[config.mk]
export PLATFORM = sky130hd
export DESIGN_NAME = window_watchdog
export DESIGN_NICKNAME = d
export VERILOG_FILES = /design/src/rtl/wwd_pkg.sv /design/src/rtl/wwd_prescaler.sv /design/src/rtl/wwd_counter.sv /design/src/rtl/window_watchdog.sv
export SDC_FILE = /design/constraint.sdc
export NUM_CORES = 1
export LEC_CHECK = 0
export BUFFER_PORTS_ARGS = -buffer_cell sky130_fd_sc_hd__buf_2
export CORE_MARGIN = 1
export CORE_UTILIZATION = 36
export DETAILED_ROUTE_END_ITERATION = 12
export PLACE_DENSITY = 0.6
export SLEW_MARGIN = 20
export SYNTH_ARGS = -nofsm -noshare
export SYNTH_HDL_FRONTEND = slang
export SYNTH_HIERARCHICAL = 1
export SYNTH_SLANG_ARGS = --single-unit
export TNS_END_PERCENT = 10
[constraint.sdc]
create_clock -name clk -period 2.25 [get_ports clk]
set_input_delay 0.675 -clock clk [delete_from_list [all_inputs] [get_ports clk]]
set_output_delay 0.675 -clock clk [all_outputs]
set_load 0.03 [all_outputs]
[src/rtl/wwd_pkg.sv]
package wwd_pkg;

  typedef enum logic [1:0] {
    SEL_CTRL,
    SEL_CFG,
    SEL_STAT,
    SEL_NONE
  } wwd_sel_e;

  localparam int OFS_CTRL      = 'h0;
  localparam int OFS_CFG       = 'h4;
  localparam int OFS_STAT      = 'h8;
  localparam int CTRL_EN_BIT   = 7;
  localparam int CFG_IRQEN_BIT = 9;
  localparam int CFG_SEL_LSB   = 11;
  localparam int STAT_WARN_BIT = 0;

  function automatic wwd_sel_e decode_offset(input int ofs);
    case (ofs)
      OFS_CTRL: return SEL_CTRL;
      OFS_CFG:  return SEL_CFG;
      OFS_STAT: return SEL_STAT;
      default:  return SEL_NONE;
    endcase
  endfunction

endpackage

[src/rtl/wwd_prescaler.sv]
module wwd_prescaler #(
  parameter int BASE_DIV_LOG2 = 12,
  parameter int SEL_W         = 3,
  localparam int PW           = BASE_DIV_LOG2 + (1 << SEL_W) - 1
) (
  input  logic             clk,
  input  logic             rst_n,
  input  logic             restart,
  input  logic [SEL_W-1:0] rate_sel,
  output logic             tick
);

  logic [PW-1:0] phase_q;
  logic [PW-1:0] last_phase;

  // Terminal phase of a period of 2^(BASE + sel) clocks.
  function automatic logic [PW-1:0] terminal_phase(input logic [SEL_W-1:0] sel);
    return ~({PW{1'b1}} << (BASE_DIV_LOG2 + int'(sel)));
  endfunction

  assign last_phase = terminal_phase(rate_sel);
  assign tick       = (phase_q == last_phase);

  always_ff @(posedge clk or negedge rst_n) begin
    if (!rst_n) begin
      phase_q <= '0;
    end else if (restart || tick) begin
      phase_q <= '0;
    end else begin
      phase_q <= phase_q + 1'b1;
    end
  end

  AST_TICK_GAP: assert property (@(posedge clk) disable iff (!rst_n)
    tick |=> !tick);

  AST_RESTART_PHASE: assert property (@(posedge clk) disable iff (!rst_n)
    restart |=> !tick);

endmodule

[src/rtl/wwd_counter.sv]
module wwd_counter #(
  parameter int CNT_W = 7
) (
  input  logic             clk,
  input  logic             rst_n,
  input  logic             tick,
  input  logic             load,
  input  logic [CNT_W-1:0] load_val,
  input  logic             en_set,
  input  logic [CNT_W-1:0] window,
  output logic [CNT_W-1:0] count,
  output logic             enabled,
  output logic             warn_evt,
  output logic             rst_req
);

  localparam logic [CNT_W-1:0] FLOOR   = CNT_W'(1) << (CNT_W - 1);
  localparam logic [CNT_W-1:0] WARN_AT = FLOOR + 1'b1;

  logic [CNT_W-1:0] cnt_q;
  logic             en_q;
  logic             rst_req_q;
  logic             step;
  logic             en_after;
  logic             early_fault;
  logic             low_fault;
  logic             timeout_fault;
  logic             any_fault;

  function automatic logic above_window(input logic [CNT_W-1:0] c,
                                        input logic [CNT_W-1:0] w);
    return c > w;
  endfunction

  function automatic logic under_floor(input logic [CNT_W-1:0] v);
    return !v[CNT_W-1];
  endfunction

  assign step          = tick && !load;
  assign en_after      = en_q || (load && en_set);
  assign early_fault   = load && en_q && above_window(cnt_q, window);
  assign low_fault     = load && en_after && under_floor(load_val);
  assign timeout_fault = step && en_q && (cnt_q == FLOOR);
  assign any_fault     = early_fault || low_fault || timeout_fault;
  assign warn_evt      = step && (cnt_q == WARN_AT);

  always_ff @(posedge clk or negedge rst_n) begin
    if (!rst_n) begin
      cnt_q     <= '1;
      en_q      <= 1'b0;
      rst_req_q <= 1'b0;
    end else begin
      en_q      <= en_after;
      rst_req_q <= any_fault;
      if (load) begin
        cnt_q <= load_val;
      end else if (tick) begin
        cnt_q <= cnt_q - 1'b1;
      end
    end
  end

  assign count   = cnt_q;
  assign enabled = en_q;
  assign rst_req = rst_req_q;

  AST_EN_STICKY: assert property (@(posedge clk) disable iff (!rst_n)
    en_q |=> en_q);

  AST_TICK_DEC: assert property (@(posedge clk) disable iff (!rst_n)
    step |=> (cnt_q == CNT_W'($past(cnt_q) - 1'b1)));

  AST_RST_NEEDS_EN: assert property (@(posedge clk) disable iff (!rst_n)
    rst_req_q |-> en_q);

  AST_LOAD_VALUE: assert property (@(posedge clk) disable iff (!rst_n)
    load |=> (cnt_q == $past(load_val)));

endmodule

[src/rtl/window_watchdog.sv]
module window_watchdog
  import wwd_pkg::*;
#(
  parameter int BASE_DIV_LOG2 = 12,
  parameter int CNT_W         = 7,
  parameter int SEL_W         = 3,
  parameter int ADDR_W        = 4,
  parameter int DATA_W        = 32
) (
  input  logic              clk,
  input  logic              rst_n,
  input  logic              bus_wr,
  input  logic [ADDR_W-1:0] bus_addr,
  input  logic [DATA_W-1:0] bus_wdata,
  output logic [DATA_W-1:0] bus_rdata,
  output logic              rst_req,
  output logic              irq_early
);

  wwd_sel_e         sel;
  logic             wr_ctrl, wr_cfg, wr_stat;
  logic [CNT_W-1:0] window_q;
  logic [SEL_W-1:0] rate_q;
  logic             irqen_q;
  logic             warn_q;
  logic             tick;
  logic             warn_evt;
  logic [CNT_W-1:0] count;
  logic             enabled;
  logic             unused_wdata;

  assign sel     = decode_offset(int'(bus_addr));
  assign wr_ctrl = bus_wr && (sel == SEL_CTRL);
  assign wr_cfg  = bus_wr && (sel == SEL_CFG);
  assign wr_stat = bus_wr && (sel == SEL_STAT);
  assign unused_wdata = &{1'b0, bus_wdata};

  wwd_prescaler #(
    .BASE_DIV_LOG2 (BASE_DIV_LOG2),
    .SEL_W         (SEL_W)
  ) u_presc (
    .clk      (clk),
    .rst_n    (rst_n),
    .restart  (wr_ctrl),
    .rate_sel (rate_q),
    .tick     (tick)
  );

  wwd_counter #(
    .CNT_W (CNT_W)
  ) u_cnt (
    .clk      (clk),
    .rst_n    (rst_n),
    .tick     (tick),
    .load     (wr_ctrl),
    .load_val (bus_wdata[CNT_W-1:0]),
    .en_set   (bus_wdata[CTRL_EN_BIT]),
    .window   (window_q),
    .count    (count),
    .enabled  (enabled),
    .warn_evt (warn_evt),
    .rst_req  (rst_req)
  );

  always_ff @(posedge clk or negedge rst_n) begin
    if (!rst_n) begin
      window_q <= '1;
      rate_q   <= '0;
      irqen_q  <= 1'b0;
      warn_q   <= 1'b0;
    end else begin
      if (wr_cfg) begin
        window_q <= bus_wdata[CNT_W-1:0];
        rate_q   <= bus_wdata[CFG_SEL_LSB +: SEL_W];
        irqen_q  <= irqen_q || bus_wdata[CFG_IRQEN_BIT];
      end
      if (warn_evt) begin
        warn_q <= 1'b1;
      end else if (wr_stat && !bus_wdata[STAT_WARN_BIT]) begin
        warn_q <= 1'b0;
      end
    end
  end

  assign irq_early = warn_q && irqen_q;

  always_comb begin
    bus_rdata = '0;
    case (sel)
      SEL_CTRL: begin
        bus_rdata[CNT_W-1:0]   = count;
        bus_rdata[CTRL_EN_BIT] = enabled;
      end
      SEL_CFG: begin
        bus_rdata[CNT_W-1:0]             = window_q;
        bus_rdata[CFG_IRQEN_BIT]         = irqen_q;
        bus_rdata[CFG_SEL_LSB +: SEL_W]  = rate_q;
      end
      SEL_STAT: bus_rdata[STAT_WARN_BIT] = warn_q;
      default:  bus_rdata = '0;
    endcase
  end

  AST_IRQ_NEEDS_FLAG: assert property (@(posedge clk) disable iff (!rst_n)
    irq_early |-> warn_q);

  AST_FLAG_AT_FLOOR: assert property (@(posedge clk) disable iff (!rst_n)
    $rose(warn_q) |-> (count == (CNT_W'(1) << (CNT_W - 1))));

  AST_FLAG_CLEAR_SRC: assert property (@(posedge clk) disable iff (!rst_n)
    $fell(warn_q) |-> $past(wr_stat && !bus_wdata[STAT_WARN_BIT]));

  AST_IRQEN_STICKY: assert property (@(posedge clk) disable iff (!rst_n)
    irqen_q |=> irqen_q);

endmodule

* Word-level counts from Yosys, hierarchy flattened *
Index checks and enable logic that the tools add are counted.

cells by class
  shift operators = 1
  reduce and logical (&&, ||, !) cells = 26
  magnitude comparators = 1
  $add $sub $neg = 3
  bitwise gates (word level) = 1
  equality and inequality tests = 7
  muxes and demuxes = 11

operators by type and width
  operator                                                              number
  19-bit by 32-bit << shifter with 19-bit output, first input constant  1
  19-bit by 1-bit adder with 19-bit output, second input constant       1
  19-bit == test                                                        1
  19-bit 2-to-1 mux                                                     1
  19-bit inverter                                                       1
  7-bit == test, second input constant                                  2
  1-bit logical AND                                                     14
  7-bit 2-to-1 mux                                                      2
  6-bit one-hot mux with 2 select lines                                 1
  7-bit greater-than comparator                                         1
  7-bit by 1-bit subtractor with 7-bit output, second input constant    1
  2-bit one-hot mux with 3 select lines                                 1
  4-bit by 3-bit adder with 5-bit output, first input constant          1
  1-bit logical OR                                                      5
  4-bit by 3-bit == test with 1-bit output, second input constant       1
  4-bit == test, second input constant                                  1
  4-bit logical NOT                                                     1
  1-bit 2-to-1 mux                                                      4
  2-bit nonzero test                                                    2
  1-bit logical NOT                                                     3
  3-bit 2-to-1 mux                                                      1
  1-bit one-hot mux with 3 select lines                                 1
  2-bit by 1-bit == test with 1-bit output, second input constant       1
  2-bit == test, second input constant                                  1
  2-bit logical NOT                                                     1

word-level totals
  flip-flop bits (word level) = 40

* Longest topological paths before layout *
  depth after elaboration = 10
  gate-level depth with buffers = 10
  mapped depth without buffers = 8

* Cells and area by module *
Netlist, hierarchy kept.

by module, submodules not included
  module           cells each  instances  sequential area each (um^2)  area an instance (um^2)
  wwd_prescaler    112         1          475.5                        1173.6
  window_watchdog  77          1          309.0                        825.8
  wwd_counter      75          1          234.0                        671.9

* Least setup slack after synthesis *
OpenSTA, ideal clock, no wires.

  path type = input-to-output
  from = input port bus_addr[3]
  to = output port bus_rdata[7]
  data arrival time = 1.936 ns
  setup slack = -0.361 ns
  stages on the path = 3
  path through = or3_1 > buf_2 > nor3b_1

between the ends
  longest elaborated chain between the ends = 4
  elaborated cells between the ends (all ways) = 6
  those cells by class = eq/ne: 2; mux: 2; reduce/logical: 2

RTL lines
  element                                      line                   source
  start, declared                              window_watchdog.sv:13  input logic [ADDR_W-1:0] bus_addr,
  4-bit == test, or another cell as far along  wwd_pkg.sv:19          case (ofs)
  2-bit one-hot mux with 3 select lines (*)    wwd_pkg.sv:19
  2-bit logical NOT (*)                        window_watchdog.sv:89  case (sel)
  1-bit 2-to-1 mux (*)                         window_watchdog.sv:89
  end, declared                                window_watchdog.sv:15  output logic [DATA_W-1:0] bus_rdata,

Every way passes the cells marked *; elsewhere a longest branch is shown, timed or not.

* Final worst setup path *
  from = input port bus_addr[1]
  to = output port bus_rdata[7]

The elaborated chain is that of the path after synthesis.

==> out/results.txt <==
Vias in the first global route = 2000
RSZ-0062 raised after global routing = yes
Tcrit/Tclk final = 1.03
WHS = 0.300 ns
Top cell by count, worst path = buf_8
Placed insts = 403
Pin count of the biggest net entering global routing = 25
EDFF count, synth = 0
Non-Filler Instances = 415
Critical Path Sink Type = primary output
Status = finished with violations
Drt drc = 0
Worst EP arrival = 1.63 ns
H-tree level count = 2
Setup Viol. Count Final = 6
Root buffer cell = clkbuf_8
Setup TNS = -0.0981 ns
Die width = 88.1 um
Post-synthesis cell type with the largest combined area = dfrtp_1
Clk Latency, worst-skew pair = 0.30 ns
CTS tree = built
Share of synthesized flip-flops with an asynchronous set or reset = 1.00
Synth warn = 6
CP max-delay cell = or3_4
CP required = 1.57 ns
Num ports = 73
Vias = 1966
Area delta synth->final = 22.9%
Avg Inst Size Synth = 10.1 um^2
Core Util, Final = 0.455
Sink Count = 40
Syn Std Cell Area = 0.00267 mm^2
Worst hold path type = primary input to async pin
Slew @ Worst Pin = 0.495 ns
GRT overflow = 0
WL final = 5490 um
Initial core utilization = 0.370
Cell breakdown of the critical path = buf_8 > or3_4 > buf_8 > nor3b_2 > buf_4
Via density per instance = 4.74
Die Ht = 88.1 um
Top cell type's share of synthesized area = 0.244
DRC violation total after the first TritonRoute iteration = 105
Clock buffer depth = 2
N_diodes = 0
NumNets Final = 367
Die area = 0.00777 mm^2
Most area-consuming cells after synthesis = dfrtp_1, dfstp_2, nor3_2
Post-synthesis instance total = 264
Worst vdd ir = 0.306 mV
Critical Path Source Type = primary input
Layout cell share with drive strength beyond 1 = 0.418
P per Cell Area = 822 mW/mm^2
Placer Congestion = 0.747
Failing checks = negative setup slack
PnR worst setup slack = -0.0575 ns
MaxCap Viol Count = 0
Fin crit period = 2.31 ns
Leakage power = 1.49 nW
Multi-input gate area = 0.00154 mm^2
Port bufs = 32
Worst Skew = 0.0118 ns
Register area = 0.00102 mm^2
Main flop type after synthesis = dfrtp_1
Final hold vios = 0
Flops & latches, synth = 40
Clock-pin slew on the worst setup and hold paths = 0.09 ns
Antenna violations before repair = 0
Fill cells = 688
Max-slew violation count = 0
Crit-path max cell delay = 0.38 ns
Core Area = 0.00721 mm^2
Post-route cell area = 0.00328 mm^2
Total CTS buffers = 5
DP Area = 0.00300 mm^2
Post-route ant nets = 0
Maximum clock frequency = 0.433 GHz
Crit Path Max Fanout = 8
CP Class = primary input to primary output
Synth cell types = 48
First-pass GRT wire length = 9180 um
Pre-CTS setup slack = -0.128 ns
Overall Power = 2.70 mW
DRT Pass-1 Iters = 4
Register area share after synthesis = 0.381
Slew headroom = 0.668
Row count = 31
Total Routing Usage GR = 0.154
Hpwl dp = 3820 um
Routed len/inst = 13.2 um
layer usage:
layer | track usage | wire [um]
met4 | 0.0572 | 84
met1 | 0.200 | 2670
met2 | 0.253 | 2490
met3 | 0.0320 | 238
met5 | 0 | 0
final timing paths:
kind | startpoint | cells past startpoint | to | slack, ns
min | rst_n | 1 | rate_q[0] | 0.30
max | bus_addr[1] | 5 | bus_rdata[7] | -0.06
min reg2reg | irqen_q | 1 | irqen_q | 0.50
min in group clk | irqen_q | 1 | irqen_q | 0.50
max reg2reg | rate_q[1] | 8 | u_cnt/count[5] | 0.01
max in group asynchronous | rst_n | 2 | u_cnt/count[2] | 1.40
kinds of logic (layout without fill, tap and decap cells):
logic type | Yosys count | in the layout | synth area share
AND/OR/NAND/NOR | 105 | 105 | 0.257
XOR/XNOR | 26 | 26 | 0.0852
AO/OA/AOI/OAI | 23 | 23 | 0.0525
adder cells (fa/ha/maj) | 12 | 12 | 0.0562
other | 1 | 20 | 0.00140
multiplexers | 18 | 18 | 0.0726
buffers and inverters | 39 | 72 | 0.0941
flip-flops | 40 | 40 | 0.381
registers in the layout, indices dropped and copies added, names as in the netlist:
register,count
rate_q,3
u_cnt/enabled,1
warn_q,1
u_cnt/rst_req,1
irqen_q,1
u_cnt/count,7
u_presc/phase_q,19
window_q,7
cell usage in the layout (no fill, tap or decap), types with 5 or more instances in the layout:
cell type	netlist	final
buf_4	21	25
buf_2	3	23
dfrtp_1	26	23
conb_1	1	20
nor3_2	18	18
nand2_1	17	17
nor2_1	19	16
xor2_1	14	14
dfstp_2	14	14
ha_1	12	12
mux2_2	11	11
xnor2_1	12	11
nand3_1	9	9
inv_1	8	8
mux2i_1	7	7
nand4_1	7	7
o21ai_1	6	7
clkbuf_8	0	5
Yosys cell counts, types with 2 or more instances:
| library cell | n |
|---|---|
| dfrtp_1 | 26 |
| buf_4 | 21 |
| nor2_1 | 19 |
| nor3_2 | 18 |
| nand2_1 | 17 |
| dfstp_2 | 14 |
| xor2_1 | 14 |
| ha_1 | 12 |
| xnor2_1 | 12 |
| mux2_2 | 11 |
| nand3_1 | 9 |
| inv_1 | 8 |
| mux2i_1 | 7 |
| nand4_1 | 7 |
| nor3b_1 | 6 |
| o21ai_1 | 6 |
| o21ai_0 | 5 |
| a21oi_1 | 4 |
| and2_1 | 4 |
| and3_2 | 3 |
| buf_2 | 3 |
| buf_6 | 3 |
| clkbuf_1 | 3 |
| nand3b_1 | 3 |
| nor3_1 | 3 |
| a21o_1 | 2 |
| and3_1 | 2 |
| and4_1 | 2 |
worst max-delay path, delay by kind of cell:
family	cells	cell delay [ns]
buffers and inverters	3	0.42
and+or+nand+nor	2	0.53
area by class of cell:
type / count / area share
inverter: 8 / 0.00915
tap: 99 / 0.0377
sequential: 40 / 0.311
clock inverter: 2 / 0.0183
timing repair buffer: 57 / 0.132
multi-input combinational: 204 / 0.470
clock buffer: 5 / 0.0210
power breakdown:
part / switching [mW] / internal [mW] / total [mW] / leakage, nW
registers: 0.215 / 0.951 / 1.17 / 0.476
clock network: 0.259 / 0.437 / 0.696 / 0.0642
logic: 0.412 / 0.423 / 0.835 / 0.954
timing repair:
action | in CTS | in global routing
setup endpoints to repair | 8 | 13
buffers inserted | 1 | 4
pin swaps | 3 | 11
hold buffers | 0 | 0
resized for setup | 14 | 18
Note: power is estimated with default switching activity, not from simulation.
